<file path="src/rtl/steer_pkg.sv">
package steer_pkg;
  typedef enum logic [2:0] {
    OP_EITHER = 3'd0,
    OP_APIPE  = 3'd1,
    OP_BPIPE  = 3'd2,
    OP_DUAL   = 3'd3,
    OP_IDIV   = 3'd4,
    OP_FDIVS  = 3'd5,
    OP_FDIVD  = 3'd6,
    OP_BALT   = 3'd7
  } op_cls_e;

  localparam logic [1:0] CLAIM_NONE = 2'b00;
  localparam logic [1:0] CLAIM_A    = 2'b01;
  localparam logic [1:0] CLAIM_B    = 2'b10;
  localparam logic [1:0] CLAIM_AB   = 2'b11;
endpackage

</file>
<file path="src/rtl/steer_busy_ctr.sv">
module steer_busy_ctr #(
  parameter int CNT_W = 6
) (
  input  logic             clk,
  input  logic             rst,
  input  logic             i_clr,
  input  logic             i_load,
  input  logic [CNT_W-1:0] i_load_val,
  output logic             o_busy
);
  logic [CNT_W-1:0] cnt_q;

  // Clear wins over a load in the same cycle; otherwise count down to idle.
  always_ff @(posedge clk) begin
    if (rst || i_clr) begin
      cnt_q <= '0;
    end else if (i_load) begin
      cnt_q <= i_load_val;
    end else if (cnt_q != '0) begin
      cnt_q <= cnt_q - 1'b1;
    end
  end

  assign o_busy = (cnt_q != '0);
endmodule

</file>
<file path="src/rtl/steer_slot_pick.sv">
module steer_slot_pick
  import steer_pkg::*;
(
  input  logic       i_vld,
  input  logic [2:0] i_cls,
  input  logic [1:0] i_free,
  input  logic       i_idiv_ok,
  input  logic       i_fdiv_ok,
  output logic       o_go,
  output logic [1:0] o_claim,
  output logic       o_idiv,
  output logic       o_fdivs,
  output logic       o_fdivd
);
  op_cls_e    cls;
  logic [1:0] want;
  logic       unit_ok;

  assign cls = op_cls_e'(i_cls);

  always_comb begin
    want    = CLAIM_NONE;
    unit_ok = 1'b1;
    unique case (cls)
      OP_EITHER: begin
        if (i_free[0])      want = CLAIM_A;
        else if (i_free[1]) want = CLAIM_B;
        else                want = CLAIM_NONE;
      end
      OP_APIPE:             want = CLAIM_A;
      OP_BPIPE, OP_BALT:    want = CLAIM_B;
      OP_DUAL:              want = CLAIM_AB;
      OP_IDIV: begin
        want    = CLAIM_B;
        unit_ok = i_idiv_ok;
      end
      OP_FDIVS, OP_FDIVD: begin
        want    = CLAIM_B;
        unit_ok = i_fdiv_ok;
      end
      default:              want = CLAIM_B;
    endcase
  end

  assign o_go    = i_vld && (want != CLAIM_NONE) && ((want & ~i_free) == 2'b00) && unit_ok;
  assign o_claim = o_go ? want : CLAIM_NONE;
  assign o_idiv  = o_go && (cls == OP_IDIV);
  assign o_fdivs = o_go && (cls == OP_FDIVS);
  assign o_fdivd = o_go && (cls == OP_FDIVD);
endmodule

</file>
<file path="src/rtl/dual_issue_steer.sv">
module dual_issue_steer
  import steer_pkg::*;
#(
  parameter int IDIV_BUSY  = 15,
  parameter int FDIVS_BUSY = 26,
  parameter int FDIVD_BUSY = 55
) (
  input  logic       clk,
  input  logic       rst,
  input  logic       i_flush,
  input  logic [1:0] i_vld,
  input  logic [2:0] i_cls0,
  input  logic [2:0] i_cls1,
  output logic [1:0] o_vld,
  output logic [1:0] o_claim0,
  output logic [1:0] o_claim1,
  output logic       o_stall
);
  localparam int NSLOT    = 2;
  localparam int MAX_FDIV = (FDIVS_BUSY > FDIVD_BUSY) ? FDIVS_BUSY : FDIVD_BUSY;
  localparam int MAX_BUSY = (IDIV_BUSY > MAX_FDIV) ? IDIV_BUSY : MAX_FDIV;
  localparam int CNT_W    = $clog2(MAX_BUSY + 1);
  localparam logic [CNT_W-1:0] IDIV_LD  = CNT_W'(IDIV_BUSY);
  localparam logic [CNT_W-1:0] FDIVS_LD = CNT_W'(FDIVS_BUSY);
  localparam logic [CNT_W-1:0] FDIVD_LD = CNT_W'(FDIVD_BUSY);

  logic [2:0]       cls_s   [NSLOT];
  logic [1:0]       free_s  [NSLOT];
  logic [1:0]       claim_s [NSLOT];
  logic             iok_s   [NSLOT];
  logic             fok_s   [NSLOT];
  logic [NSLOT-1:0] go_v, idiv_v, fdivs_v, fdivd_v;
  logic             idiv_busy, fdiv_busy;

  assign cls_s[0] = i_cls0;
  assign cls_s[1] = i_cls1;

  // Older slot chooses first; each younger slot sees what is left.
  for (genvar s = 0; s < NSLOT; s++) begin : g_slot
    if (s == 0) begin : g_head
      assign free_s[s] = CLAIM_AB;
      assign iok_s[s]  = !idiv_busy;
      assign fok_s[s]  = !fdiv_busy;
    end else begin : g_tail
      assign free_s[s] = go_v[s-1] ? (free_s[s-1] & ~claim_s[s-1]) : CLAIM_NONE;
      assign iok_s[s]  = iok_s[s-1] && !idiv_v[s-1];
      assign fok_s[s]  = fok_s[s-1] && !fdivs_v[s-1] && !fdivd_v[s-1];
    end

    steer_slot_pick u_pick (
      .i_vld     (i_vld[s]),
      .i_cls     (cls_s[s]),
      .i_free    (free_s[s]),
      .i_idiv_ok (iok_s[s]),
      .i_fdiv_ok (fok_s[s]),
      .o_go      (go_v[s]),
      .o_claim   (claim_s[s]),
      .o_idiv    (idiv_v[s]),
      .o_fdivs   (fdivs_v[s]),
      .o_fdivd   (fdivd_v[s])
    );
  end

  steer_busy_ctr #(.CNT_W(CNT_W)) u_idiv_ctr (
    .clk        (clk),
    .rst        (rst),
    .i_clr      (i_flush),
    .i_load     (|idiv_v),
    .i_load_val (IDIV_LD),
    .o_busy     (idiv_busy)
  );

  steer_busy_ctr #(.CNT_W(CNT_W)) u_fdiv_ctr (
    .clk        (clk),
    .rst        (rst),
    .i_clr      (i_flush),
    .i_load     ((|fdivs_v) || (|fdivd_v)),
    .i_load_val ((|fdivd_v) ? FDIVD_LD : FDIVS_LD),
    .o_busy     (fdiv_busy)
  );

  always_ff @(posedge clk) begin
    if (rst) begin
      o_vld    <= '0;
      o_claim0 <= CLAIM_NONE;
      o_claim1 <= CLAIM_NONE;
      o_stall  <= 1'b0;
    end else begin
      o_vld    <= go_v;
      o_claim0 <= claim_s[0];
      o_claim1 <= claim_s[1];
      o_stall  <= |(i_vld & ~go_v);
    end
  end
endmodule

</file>
<file path="config.mk">
export PLATFORM = sky130hd
export DESIGN_NAME = dual_issue_steer
export DESIGN_NICKNAME = d
export VERILOG_FILES = /design/src/rtl/steer_pkg.sv /design/src/rtl/steer_busy_ctr.sv /design/src/rtl/steer_slot_pick.sv /design/src/rtl/dual_issue_steer.sv
export SDC_FILE = /design/constraint.sdc
export NUM_CORES = 1
export LEC_CHECK = 0
export ABC_AREA = 1
export BUFFER_PORTS_ARGS = -buffer_cell sky130_fd_sc_hd__buf_2
export CAP_MARGIN = 20
export CORE_UTILIZATION = 55
export CTS_CLUSTER_DIAMETER = 80
export DETAILED_ROUTE_END_ITERATION = 8
export PLACE_DENSITY = 0.89
export SLEW_MARGIN = 20
export SYNTH_ARGS = -nofsm -noshare
export SYNTH_HDL_FRONTEND = slang
export SYNTH_SLANG_ARGS = --single-unit
</file>
<file path="constraint.sdc">
create_clock -name clk -period 3 [get_ports clk]
set_input_delay 0.15 -clock clk [delete_from_list [all_inputs] [get_ports clk]]
set_output_delay 0.15 -clock clk [all_outputs]
set_load 0.1 [all_outputs]
</file>
==> metrics.txt <==
synth-to-layout area growth 12.9%; antenna viol nets, final 0; Root Buffer clkbuf_4; met2 wire len 1010 um; Clk network pwr share 10.1%; Clk Latency, worst-skew pair 320 ps; total power 1.36 mW; Initial Util 58.4%; mean post-synth cell area 7.41 um2; CTS Sinks 19; Yosys top cell by area dfxtp_1; total routed wirelength 2160 um; final antenna diode count 0; antenna violations before repair 0; DRT met1 WL 1010 um; Final setup violation count 0; simple-gate share of the synthesized area 37.5%; HPWL Detailed 1690 um; DRC viols 0; hold_buf cts 0; post-synthesis mux area share 0%; Int Pwr 0.681 mW; Clk pin slew, worst setup/hold paths 110 ps; XOR/XNOR Fraction of Synth Area 5.41%; FF+latch count, synth 19; TNS Setup 0 ps; DR WL met3 91 um; Layout fillers 164; fin nets 190; Die Height 47.4 um; Syn Inst Count 153; routed vias 993; Mapped Area 1130 um2; slew margin rel. 67.8%; Overflow after GRT 0; syn_nets 168; CP Launch Type flip-flop; worst min-delay path category primary input to flip-flop; ys flop type dfxtp_1; CTS tree built; Post-synth ARST share 0%; Post-CTS Setup Bufs 0; Hold Violations, Final 0; DR iter-0 viols 44; max-slew violation count 0; status complete, no violations; htree depth 1; GRT Resource Usage Total 21.7%; Sw Pwr 0.678 mW; Clock Skews 6.82 ps; via-per-instance ratio 4.94; Adder-Cell Fraction of Synth Area 4.42%; area of the multi-input gates 654 um2; largest net degree at the start of global routing 12; critical path type flip-flop to flip-flop; number of synthesized flops with an enable pin 0; largest family of logic cells by synthesized area simple AND/OR/NAND/NOR gates; Net Sw Frac 49.9%; CP required 3210 ps; share of layout cells above drive strength 1 28.2%; vias in the first global route 859; Final min period 1660 ps; combinational power share 61.8%; port bufs 17; number of I/O pins 18; Pre-Repair DR Iteration Count 4; CTS Buf Count 3; maximum VDD drop 0.000878 V; unrepaired setup endpoints after global routing no; register area share after synthesis 33.6%; die area 2250 um2; leakage 0.672 nW; CP max FO 5; Synth Area in Compound Gates 10.4%; top cell type's share of synthesized area 33.6%; PwrDens 1060 nW/um2; Crit. End Element flip-flop; Max Freq 602 MHz; most frequent cell after synthesis nand2_1; library cells used by synthesis 23; max layer used met4; RePlAce Congestion 0.793; Reg power frac 28.1%; row count 16; final period utilization 55.3%; synth warn 0; Die X 47.4 um; Tightest Pin Transition 487 ps; top post-synthesis cells by count 25 x nand2_1, 21 x inv_1, 19 x dfxtp_1, 19 x nor2_1, 13 x nand3_1; Core ar. 1940 um2; clk buf depth 2; Area contributors post-synth dfxtp_1 34%, nand2_1 8.3%, inv_1 7.0%; wire per inst 10.7 um; Max-cap violations 0; crit path DAT 1870 ps; post-CTS sizing 0; register area 380 um2; first-pass GRT wire length 3400 um
==> power by group through the flow <==
stage          combinational (mW)  sequential, mW  clock [mW]
2_1_floorplan               0.647           0.417           0
3_3_place_gp                0.797           0.383           0
3_5_place_dp                0.823           0.388           0
4_1_cts                     0.841           0.382       0.137
5_1_grt                     0.944           0.390       0.148
6_report                    0.840           0.382       0.137
==> final timing paths <==
check,from,to,slack [ps],cells past startpoint
min reg2reg,u_idiv_ctr.cnt_q[1],u_idiv_ctr.cnt_q[1],570,2
max,u_idiv_ctr.cnt_q[0],u_idiv_ctr.cnt_q[5],1340,11
min,rst,o_stall,40,2
max reg2reg,u_idiv_ctr.cnt_q[0],u_idiv_ctr.cnt_q[5],1340,11
==> per-layer routing <==
metal / track usage, % / up-vias
met4: 10.3 / 0
met2: 32.9 / 23
met5: 0 / -
li1: - / 523
met1: 29.3 / 442
met3: 4.62 / 5
==> critical path, stage by stage, from the launching register on <==
cell and delay [ps]:
dfxtp_1 330, inv_1 100, ha_1 150, nand2_1 80, nor2_4 180, nand2_1 120
nand3_4 130, nand2_1 70, o21bai_2 130, nand2_2 100, nand2_1 100, nor2_1 50
==> layout make-up <==
| type | count | share of cell area (%) |
|---|---|---|
| clock buffer | 3 | 1.76 |
| clock inverter | 1 | 0.391 |
| tap | 27 | 2.64 |
| inverter | 25 | 7.72 |
| timing repair buffer | 17 | 6.65 |
| multi-input combinational | 109 | 51.1 |
| sequential | 19 | 29.7 |
==> cells by family after synthesis <==
logic type,count (synthesis)
buffers and inverters,25
adders and majority gates,4
DFF,19
AOI/OAI and AO/OA,20
xor gates and xnor gates,7
and+or+nand+nor,78
==> cell usage in the layout, fill, tap and decap left out, drive strengths merged <==
cell / n
nand2: 33
inv: 24
buf: 17
nor3: 1
ha: 4
o21ai: 5
o211ai: 1
xor2: 6
clkbuf: 3
a21oi: 13
dfxtp: 19
clkinv: 2
xnor2: 1
nor2: 25
nand3: 19
o21bai: 1
==> registers in the layout, indices dropped and copies added, names as in the netlist <==
name and count:
u_idiv_ctr.cnt_q 6, u_fdiv_ctr.cnt_q 6, o_vld 2, o_stall 1
o_claim1 2, o_claim0 2
==> metrics by stage <==
stage | std cells | hold slack (ps) | cell area, um2 | utilization (%) | setup WS [ps]
2_1_floorplan | 153 | 219 | 1130 | - | 1530
3_3_place_gp | 197 | 377 | 1250 | 64.5 | 1410
3_5_place_dp | 197 | 372 | 1250 | 64.5 | 1360
4_1_cts | 201 | 35.8 | 1280 | 65.9 | 1330
5_1_grt | 201 | 28.3 | 1280 | 65.9 | 1200
6_report | 201 | 36.4 | 1280 | 65.9 | 1340
(Power assumes the default switching activity.)
